**src/rtl/amap_pkg.sv**
```systemverilog
package amap_pkg;

  localparam int ADDR_W = 16;
  localparam int TGT_W  = 4;

  typedef enum logic [TGT_W-1:0] {
    T_RAM   = 4'd0,
    T_BAS_LO = 4'd1,
    T_BAS_HI = 4'd2,
    T_EDIT  = 4'd3,
    T_KERN  = 4'd4,
    T_CHAR  = 4'd5,
    T_VID   = 4'd6,
    T_SND   = 4'd7,
    T_MMU   = 4'd8,
    T_VDC   = 4'd9,
    T_COLR  = 4'd10,
    T_TMR_A = 4'd11,
    T_TMR_B = 4'd12,
    T_EXP_A = 4'd13,
    T_EXP_B = 4'd14,
    T_OPEN  = 4'd15
  } tgt_e;

  typedef enum logic [3:0] {
    Z_PAGE0, Z_PAGE1, Z_LOW, Z_BAS_LO, Z_BAS_HI,
    Z_EDIT, Z_IO, Z_HIGH, Z_FFPAGE
  } zone_e;

  // Size in bytes of a shared RAM window for a given size code.
  function automatic logic [ADDR_W-1:0] share_bytes(input logic [1:0] code);
    if (code == 2'd0) return 16'h0400;
    return 16'h0800 << code;
  endfunction

  // Lowest address covered by the top shared window.
  function automatic logic [ADDR_W-1:0] top_floor(input logic [1:0] code);
    return ~share_bytes(code) + 16'd1;
  endfunction

  function automatic logic [ADDR_W-1:0] basic_off(input logic [ADDR_W-1:0] a);
    return a - 16'h4000;
  endfunction

  function automatic logic [ADDR_W-1:0] kern_off(input logic [ADDR_W-1:0] a);
    return {3'b000, a[12:0]};
  endfunction

  function automatic logic [ADDR_W-1:0] char_off(input logic [ADDR_W-1:0] a);
    return {4'h0, a[11:0]};
  endfunction

  // Peripheral select for one page of the I/O area.
  function automatic tgt_e io_tgt_of(input logic [3:0] pg);
    case (pg)
      4'h0, 4'h1, 4'h2, 4'h3: return T_VID;
      4'h4:                   return T_SND;
      4'h5:                   return T_MMU;
      4'h6:                   return T_VDC;
      4'h8, 4'h9, 4'hA, 4'hB: return T_COLR;
      4'hC:                   return T_TMR_A;
      4'hD:                   return T_TMR_B;
      4'hE:                   return T_EXP_A;
      4'hF:                   return T_EXP_B;
      default:                return T_OPEN;
    endcase
  endfunction

endpackage

```
**src/rtl/amap_zone.sv**
```systemverilog
module amap_zone
  import amap_pkg::*;
(
  input  logic [7:0] addr_page,
  output zone_e      zone
);
  always_comb begin
    if (addr_page == 8'h00)      zone = Z_PAGE0;
    else if (addr_page == 8'h01) zone = Z_PAGE1;
    else if (addr_page < 8'h40)  zone = Z_LOW;
    else if (addr_page < 8'h80)  zone = Z_BAS_LO;
    else if (addr_page < 8'hC0)  zone = Z_BAS_HI;
    else if (addr_page < 8'hD0)  zone = Z_EDIT;
    else if (addr_page < 8'hE0)  zone = Z_IO;
    else if (addr_page < 8'hFF)  zone = Z_HIGH;
    else                         zone = Z_FFPAGE;
  end
endmodule

```
**src/rtl/amap_ram_route.sv**
```systemverilog
module amap_ram_route
  import amap_pkg::*;
#(
  parameter int BANK_W = 1,
  localparam int PHYS_W = ADDR_W + BANK_W
) (
  input  logic [ADDR_W-1:0] addr,
  input  logic [BANK_W-1:0] bank_sel,
  input  logic              share_lo,
  input  logic              share_hi,
  input  logic [1:0]        share_code,
  input  logic [7:0]        zp_page,
  input  logic [BANK_W-1:0] zp_bank,
  input  logic [7:0]        sp_page,
  input  logic [BANK_W-1:0] sp_bank,
  output logic [PHYS_W-1:0] ram_addr,
  output logic              lo_hit,
  output logic              hi_hit
);
  logic              is_pg0, is_pg1;
  logic [BANK_W-1:0] eff_bank;

  always_comb begin
    is_pg0   = (addr[15:8] == 8'h00);
    is_pg1   = (addr[15:8] == 8'h01);
    lo_hit   = share_lo && !is_pg0 && !is_pg1 && (addr < share_bytes(share_code));
    hi_hit   = share_hi && (addr >= top_floor(share_code));
    eff_bank = (lo_hit || hi_hit) ? '0 : bank_sel;
    if (is_pg0)      ram_addr = {zp_bank, zp_page, addr[7:0]};
    else if (is_pg1) ram_addr = {sp_bank, sp_page, addr[7:0]};
    else             ram_addr = {eff_bank, addr};
  end

  // the bottom window never reaches 0x4000 and the top never below 0xC000
  always_comb begin
    p_win_disjoint_r3: assert (!(lo_hit && hi_hit))
      else $error("shared windows overlap at %h", addr);
  end

  // an access claimed by a shared window lands in bank 0
  always_comb begin
    if ((lo_hit || hi_hit) && !is_pg0 && !is_pg1)
      p_shared_bank0_r4: assert (ram_addr[PHYS_W-1 -: BANK_W] == '0)
        else $error("shared access left bank 0 at %h", addr);
  end
endmodule

```
**src/rtl/amap_io_page.sv**
```systemverilog
module amap_io_page
  import amap_pkg::*;
(
  input  logic [3:0]        page,
  input  logic [9:0]        addr_lo,
  output tgt_e              io_tgt,
  output logic [ADDR_W-1:0] io_off
);
  localparam int NPAGE = 16;

  tgt_e page_tgt  [NPAGE];
  logic page_wide [NPAGE];

  for (genvar g = 0; g < NPAGE; g++) begin : g_page
    assign page_tgt[g]  = io_tgt_of(4'(g));
    assign page_wide[g] = (io_tgt_of(4'(g)) == T_VID) || (io_tgt_of(4'(g)) == T_COLR);
  end

  always_comb begin
    io_tgt = page_tgt[page];
    if (io_tgt == T_OPEN)     io_off = '0;
    else if (page_wide[page]) io_off = {6'b0, addr_lo};
    else                      io_off = {8'b0, addr_lo[7:0]};
  end

  // only the unpopulated page gives the open-bus return
  always_comb begin
    p_open_page_r10: assert ((io_tgt == T_OPEN) == (page == 4'h7))
      else $error("open-bus decode on page %h", page);
  end
endmodule

```
**src/rtl/amap_decode.sv**
```systemverilog
module amap_decode
  import amap_pkg::*;
#(
  parameter int BANK_W = 1,
  localparam int PHYS_W = ADDR_W + BANK_W
) (
  input  logic [ADDR_W-1:0] cpu_addr,
  input  logic              cpu_wr,
  input  logic              io_en,
  input  logic              chr_en,
  input  logic              bas_lo_en,
  input  logic              bas_hi_en,
  input  logic              edit_en,
  input  logic              kern_en,
  input  logic [BANK_W-1:0] bank_sel,
  input  logic              share_lo,
  input  logic              share_hi,
  input  logic [1:0]        share_code,
  input  logic [7:0]        zp_page,
  input  logic [BANK_W-1:0] zp_bank,
  input  logic [7:0]        sp_page,
  input  logic [BANK_W-1:0] sp_bank,
  output logic [TGT_W-1:0]  tgt_sel,
  output logic [PHYS_W-1:0] tgt_off
);
  zone_e             zone;
  logic [PHYS_W-1:0] ram_addr;
  logic              lo_hit, hi_hit;
  tgt_e              io_tgt;
  logic [ADDR_W-1:0] io_off;
  tgt_e              tgt;
  logic              mmu_cfg_hit;
  logic              mmu_wr_trap;

  amap_zone u_zone (
    .addr_page (cpu_addr[15:8]),
    .zone      (zone)
  );

  amap_ram_route #(.BANK_W(BANK_W)) u_route (
    .addr       (cpu_addr),
    .bank_sel   (bank_sel),
    .share_lo   (share_lo),
    .share_hi   (share_hi),
    .share_code (share_code),
    .zp_page    (zp_page),
    .zp_bank    (zp_bank),
    .sp_page    (sp_page),
    .sp_bank    (sp_bank),
    .ram_addr   (ram_addr),
    .lo_hit     (lo_hit),
    .hi_hit     (hi_hit)
  );

  amap_io_page u_io (
    .page    (cpu_addr[11:8]),
    .addr_lo (cpu_addr[9:0]),
    .io_tgt  (io_tgt),
    .io_off  (io_off)
  );

  // MMU events on the top page, named for the checks below
  assign mmu_cfg_hit = (zone == Z_FFPAGE) && (cpu_addr[7:0] == 8'h00);
  assign mmu_wr_trap = (zone == Z_FFPAGE) && cpu_wr &&
                       (cpu_addr[7:0] != 8'h00) && (cpu_addr[7:0] <= 8'h04);

  always_comb begin
    tgt     = T_RAM;
    tgt_off = ram_addr;
    case (zone)
      Z_BAS_LO: if (!cpu_wr && bas_lo_en) begin
        tgt = T_BAS_LO; tgt_off = PHYS_W'(basic_off(cpu_addr));
      end
      Z_BAS_HI: if (!cpu_wr && bas_hi_en) begin
        tgt = T_BAS_HI; tgt_off = PHYS_W'(basic_off(cpu_addr));
      end
      Z_EDIT: if (!cpu_wr && edit_en) begin
        tgt = T_EDIT; tgt_off = PHYS_W'(basic_off(cpu_addr));
      end
      Z_IO: begin
        if (io_en) begin
          tgt = io_tgt; tgt_off = PHYS_W'(io_off);
        end else if (chr_en && !cpu_wr) begin
          tgt = T_CHAR; tgt_off = PHYS_W'(char_off(cpu_addr));
        end
      end
      Z_HIGH: if (!cpu_wr && kern_en) begin
        tgt = T_KERN; tgt_off = PHYS_W'(kern_off(cpu_addr));
      end
      Z_FFPAGE: begin
        if (mmu_cfg_hit || mmu_wr_trap) begin
          tgt = T_MMU; tgt_off = PHYS_W'(cpu_addr[7:0]);
        end else if (!cpu_wr && kern_en) begin
          tgt = T_KERN; tgt_off = PHYS_W'(kern_off(cpu_addr));
        end
      end
      default: ;
    endcase
  end

  assign tgt_sel = tgt;

  // R8 (with R5, R6, R7, R11): writes never pick a ROM target
  always_comb begin
    if (cpu_wr)
      p_wr_no_rom_r8: assert (tgt_sel == 4'd0 || tgt_sel > 4'd5)
        else $error("write decoded to ROM target %0d at %h", tgt_sel, cpu_addr);
  end

  // with I/O off, the only peripheral target left is the MMU on the top page
  always_comb begin
    if (!io_en && tgt_sel >= 4'd6)
      p_io_gate_r11: assert (tgt_sel == 4'd8 && cpu_addr >= 16'hFF00)
        else $error("peripheral %0d selected with I/O off at %h", tgt_sel, cpu_addr);
  end

  // writes to 0xFF01..0xFF04 are caught as MMU accesses and keep off RAM
  always_comb begin
    if (cpu_wr && cpu_addr >= 16'hFF01 && cpu_addr <= 16'hFF04)
      p_mmu_trap_r13: assert (tgt_sel == 4'd8)
        else $error("MMU write at %h escaped to target %0d", cpu_addr, tgt_sel);
  end

  // the two low pages are RAM no matter what else is configured
  always_comb begin
    if (cpu_addr < 16'h0200)
      p_low_pages_ram_r1: assert (tgt_sel == 4'd0 && !lo_hit && !hi_hit)
        else $error("low page %h not routed to relocated RAM", cpu_addr);
  end
endmodule

```
**config.mk**
```make
export PLATFORM = sky130hd
export DESIGN_NAME = amap_decode
export DESIGN_NICKNAME = d
export VERILOG_FILES = /design/src/rtl/amap_pkg.sv /design/src/rtl/amap_zone.sv /design/src/rtl/amap_ram_route.sv /design/src/rtl/amap_io_page.sv /design/src/rtl/amap_decode.sv
export SDC_FILE = /design/constraint.sdc
export NUM_CORES = 1
export LEC_CHECK = 0
export BUFFER_PORTS_ARGS = -buffer_cell sky130_fd_sc_hd__buf_4
export CELL_PAD_IN_SITES_DETAIL_PLACEMENT = 0
export CELL_PAD_IN_SITES_GLOBAL_PLACEMENT = 1
export CORE_MARGIN = 2
export CORE_UTILIZATION = 28
export DETAILED_ROUTE_END_ITERATION = 8
export PLACE_DENSITY = 0.81
export RECOVER_POWER = 25
export SYNTH_ARGS = -nofsm -noshare
export SYNTH_HDL_FRONTEND = slang
export SYNTH_SLANG_ARGS = --single-unit
```
**constraint.sdc**
```tcl
create_clock -name vclk -period 2.13
set_input_delay 0.213 -clock vclk [all_inputs]
set_output_delay 0.213 -clock vclk [all_outputs]
set_load 0.02 [all_outputs]
```
[After elaboration in Yosys (flattened, before gate mapping)]
Memory sizes are Yosys's and may differ from the RTL's.
Cells that the tools add are included.
Word-level totals
  register bits: 0
  bits in read-only memories: 80
  memories kept: 2
Cells by class
  add/sub/neg operators: 2
  magnitude comparators: 10
  eq/ne operators: 8
  shift operators: 1
  muxes and demuxes: 36
  bitwise operators: 2
  reduce and logical (&&, ||, !) cells: 22
Memory list
  (no name shown): depth 16, bits a word 4, rd ports 1, clocked after Yosys merged registers in 0, write ports 0, line amap_io_page.sv:20  | io_tgt = page_tgt[page];
  (no name shown): depth 16, bits a word 1, rd ports 1, clocked after Yosys merged registers in 0, write ports 0, line amap_io_page.sv:22  | else if (page_wide[page]) io_off = {6'b0, addr_lo};
Operators with widths (number)
  two-way mux 17 bit: 9
  case mux 17 bit (6 select lines): 1
  two-way mux 16 bit: 3
  two-way mux 4 bit: 12
  less-than comparator 8 bit (second input constant): 5
  case mux 4 bit (6 select lines): 1
  adder 16 x 1 -> 16 bit (second input constant): 1
  equality test 4 x 3 -> 1 bit (second input constant): 4
  >= comparator 16 bit: 1
  logical NOT 8 bit: 2
  less-than comparator 16 bit: 1
  inverter 16 bit: 1
  left shift 12 x 2 -> 16 bit (first input constant): 1
  subtractor 16 x 15 -> 16 bit (second input constant): 1
  logical AND 1 bit: 13
  two-way mux 10 bit: 1
  equality test 4 bit (second input constant): 2
  equality test 8 x 1 -> 1 bit (second input constant): 1
  less-or-equal comparator 8 x 3 -> 1 bit (second input constant): 1
  less-than comparator 8 x 7 -> 1 bit (second input constant): 1
  nonzero test 8 bit: 1
  two-way mux 3 bit: 2
  >= comparator 5 bit (second input constant): 1
  two-way mux 1 bit: 5
  other kinds (6): 10

[Depth between registers and ports, before layout]
  depth after elaboration: 16
  mapped depth: 8

[By module]
A second synthesis with hierarchy kept.
Unflattened totals
  cell total of the unflattened synthesis: 199
  area total of the unflattened synthesis: 1500.2 µm²
By module, submodules not included
  amap_decode: instances 1, cells an instance 95, area each 709.4 µm²
  amap_ram_route: instances 1, cells an instance 62, area each 478.0 µm²
  amap_io_page: instances 1, cells an instance 29, area each 226.5 µm²
  amap_zone: instances 1, cells an instance 13, area each 86.3 µm²

[Least setup slack after synthesis]
Ideal clock, no wire load.
  path type: input to output
  start point: input port cpu_addr[11]
  end point: output port tgt_off[8]
  data arrival time: 2.080 ns
  required time: 1.917 ns
  setup slack: -0.163 ns
  stages on the path: 8
  buffers on the path: 2
  path through: buf_6 -> nor4_4 -> and3_2 -> buf_4 -> a21oi_4 -> mux2i_1 -> or4_1 -> o2bb2ai_1
On the way
  word-level cells in the longest chain between the ends: 16
  elaborated cells between the ends (all ways): 47
Ends and longest elaborated chain
  from (decl): line amap_decode.sv:7  | input logic [ADDR_W-1:0] cpu_addr,
  less-than comparator 8 bit: line amap_zone.sv:15  | else if (addr_page < 8'hFF) zone = Z_HIGH;
  two-way mux 4 bit: line amap_zone.sv:15
  two-way mux 4 bit: line amap_zone.sv:14  | else if (addr_page < 8'hE0) zone = Z_IO;
  two-way mux 4 bit: line amap_zone.sv:13  | else if (addr_page < 8'hD0) zone = Z_EDIT;
  two-way mux 4 bit: line amap_zone.sv:12  | else if (addr_page < 8'hC0) zone = Z_BAS_HI;
  two-way mux 4 bit: line amap_zone.sv:11  | else if (addr_page < 8'h80) zone = Z_BAS_LO;
  two-way mux 4 bit: line amap_zone.sv:10  | else if (addr_page < 8'h40) zone = Z_LOW;
  two-way mux 4 bit: line amap_zone.sv:9  | else if (addr_page == 8'h01) zone = Z_PAGE1;
  two-way mux 4 bit: line amap_zone.sv:8  | if (addr_page == 8'h00) zone = Z_PAGE0;
  equality test 4 bit: line amap_decode.sv:63, amap_decode.sv:64, amap_decode.sv:70
  logical AND 1 bit (2 in series): line amap_decode.sv:64  | assign mmu_wr_trap = (zone == Z_FFPAGE) && cpu_wr &&
  logical AND 1 bit: line amap_decode.sv:65  | (cpu_addr[7:0] != 8'h00) && (cpu_addr[7:0] <= 8'h04);
  logical OR 1 bit: line amap_decode.sv:91  | if (mmu_cfg_hit || mmu_wr_trap) begin
  two-way mux 17 bit: line amap_decode.sv:91
  case mux 17 bit (6 select lines) (*): line amap_decode.sv:70  | case (zone)
  to (decl): line amap_decode.sv:24  | output logic [PHYS_W-1:0] tgt_off
Every way passes the cells marked *; elsewhere a longest branch is shown, timed or not. The select of a mux whose other input is x is not followed.

[Worst setup path after layout]
  start point: input port cpu_addr[4]
  end point: output port tgt_off[8]
On the way
  word-level cells in the longest chain between the ends: 6
  elaborated cells between the ends (all ways): 13
Ends and longest elaborated chain (line)
  branches (longest 5 deep; another with subtractor 16 x 15 -> 16 bit)
  case mux 17 bit (6 select lines) (*): amap_decode.sv:70
Every way passes the cells marked *.

==> results.md <==
* Synth cell count leaders: nand2_1 (20), a21oi_1 (14), ha_1 (14)
* DRC Markers at 0
* Most frequent cell after synthesis: nand2_1
* CP endpoint kind: output port
* Setup violators final at 17
* Worst path slowest cell: or4_4
* RSZ-0062 raised after global routing: yes
* Routed len/inst at 14.6 µm
* Pins Over Slew Limit at 0
* Hold WC Path Type: in2out
* Clkbuf count at 0
* # placed instances at 326
* Failing checks: setup timing
* I/O Buffers at 67
* Tmin final at 2390 ps
* Syn Nets at 223
* Mux cell area share after synthesis at 2.66%
* Critical path data arrival time at 2180 ps
* Max Clk Rate at 0.418 GHz
* Post-synthesis simple-gate area fraction at 37.2%
* Register area at 0 µm²
* Via count of the routed design at 1,715
* CP Max Fanout at 3
* Total GRT Usage at 21.7%
* Vias in the first global route at 1,621
* Num sequential at 0
* Post-DP HPWL at 3.82 mm
* ANT cells at 0
* Initial antenna violation count at 0
* Outcome: finished with violations
* Starting density of the core at 28.6%
* Rows at 23
* Drt first pass iters at 4
* Routed wire length at 4.88 mm
* Syn Inst Count at 163
* Die ar. at 0.00455 mm²
* First DRT Iteration DRCs at 82
* Fin crit share at 112%
* Synth area leader: ha_1
* GP Congestion at 0.875
* Setup ws final at -260 ps
* Final net count at 346
* Top cell type's share of synthesized area at 15.5%
* Netlist cell types at 49
* Compound-Gate Fraction of Synth Area at 39.6%
* Leakage at 1.12 nW
* Gr ovfl total at 0
* Post-Synth XOR/XNOR Area at 0%
* Post-layout instance count excluding filler cells at 334
* Part of the Yosys area used for sequential elements at 0%
* Critical path launch point: cpu_addr[4]
* Synth area leaders: ha_1 (16%), nand2_1 (6.7%), a21oi_1 (6.2%), o211ai_1 (5.3%), and2_1 (4.4%)
* Crit path kind: in2out
* Crit start category: input port
* Layout cells sized above 1 at 61.6%
* Area grow syn2layout at 115%
* Setup WS pre-CTS at -364 ps
* Largest net degree at the start of global routing at 10
* WHS at 731 ps
* IO Count at 67
* Final ANT Viol Nets at 0
* Yosys Warn Count at 0
* Final TNS setup at -2760 ps
* Endpoints failing hold at 0
* Hold Buf Count CTS at 0
* Avg Synthesized Cell Area at 6.92 µm²
* Total of max-cap violations at 0
* Die W at 67.5 µm
* PwrDens at 204 mW/mm²
* Post-Synth Adder-Cell Area at 15.5%
* Critical-path cell list: buf_6, or4_4, a211oi_4, a211o_1, a21oi_2, or4_4, o2bb2ai_4, buf_6
* Main combinational cell family by area after synthesis: compound AO/OA/AOI/OAI gates
* Worst vdd ir at 91.0 µV
* CP endpoint: tgt_off[8]
* Area of the core at 0.00394 mm²
* Crit-path max cell delay at 540 ps
* Drt via density at 5.13
* Die height at 67.5 µm
* Post-Syn Area at 0.00113 mm²
* First-pass GRT wire length at 7.65 mm
* Post-layout util at 61.5%
* Worst path required time at 1920 ps
-- critical path, delay by kind of cell --
kind,cells,cell delay (ps)
simple gates,2,1060
buf+inv,2,220
compound gates,4,680
-- worst min-delay path by stage --
stage,slack [ps],start,endpoint,depth (start not counted)
2_1_floorplan,570,cpu_addr[8],tgt_off[8],1
3_3_place_gp,740,cpu_addr[6],tgt_off[6],3
3_5_place_dp,740,cpu_addr[7],tgt_off[7],3
4_1_cts,730,cpu_addr[4],tgt_off[4],3
5_1_grt,740,cpu_addr[5],tgt_off[5],3
6_report,730,cpu_addr[5],tgt_off[5],3
-- cells by family (layout without fill, tap and decap cells) --
| group | after synthesis | in the layout |
|---|---|---|
| other | 1 | 1 |
| buffers and inverters | 11 | 132 |
| and+or+nand+nor | 74 | 74 |
| muxes | 3 | 3 |
| adders and majority gates | 14 | 14 |
| AOI/OAI and AO/OA | 60 | 60 |
-- cell usage in the layout (no fill, tap or decap), drive strengths merged, types with 2 or more instances in the layout --
cell type and instances:
buf 125, nand2 20, a21oi 15, ha 14, nor2 10, o21ai 9, nand3 9, o211ai 8
and2 8, inv 7, nand2b 7, and3 4, a221oi 4, o21a 3, mux2i 3, o22ai 3
nor4 3, or4 2, a211o 2, o31ai 2, nand3b 2, nor4b 2, a211oi 2, a21o 2
nor3 2, o2bb2ai 2
-- where the power goes --
group / internal [mW] / leakage [nW] / switching, mW
Combinational: 0.267 / 1.12 / 0.228
Clock: 0 / 0 / 0
Sequential: 0 / 0 / 0
Total: 0.267 / 1.12 / 0.228
-- cell type report --
cell class	count	area [µm²]
Tap cell	50	62.6
Multi-Input combinational cell	152	1310
Fill cell	358	1520
Inverter	7	26.3
Timing Repair Buffer	125	1030
-- layer usage --
metal / vias to the layer above / wire (µm) / part of all wire, % / global-route usage [%]
met3: 4 / 194 / 4.0 / 0
met4: 0 / 42 / 0.86 / 1.79
met5: - / 0 / 0 / 0
li1: 873 / - / - / -
met1: 787 / 2080 / 43 / 28.4
met2: 51 / 2570 / 53 / 41.2
-- stage by stage --
| step | instance area (µm²) | total power, mW |
|---|---|---|
| after CTS | 2360 | 0.476 |
| after global routing | 2420 | 0.529 |
| after floorplan | 1150 | 0.189 |
| after detailed placement | 2080 | 0.420 |
| final | 2420 | 0.495 |
| after global placement | 2080 | 0.417 |
-- repair_timing --
action,CTS,global route
gates resized for setup,53,16
hold endpoints to repair,0,0
buffers inserted,7,1
endpoints found under the setup margin,18,21
pin swaps,22,4
No activity file was read; power rests on OpenSTA's default activity.
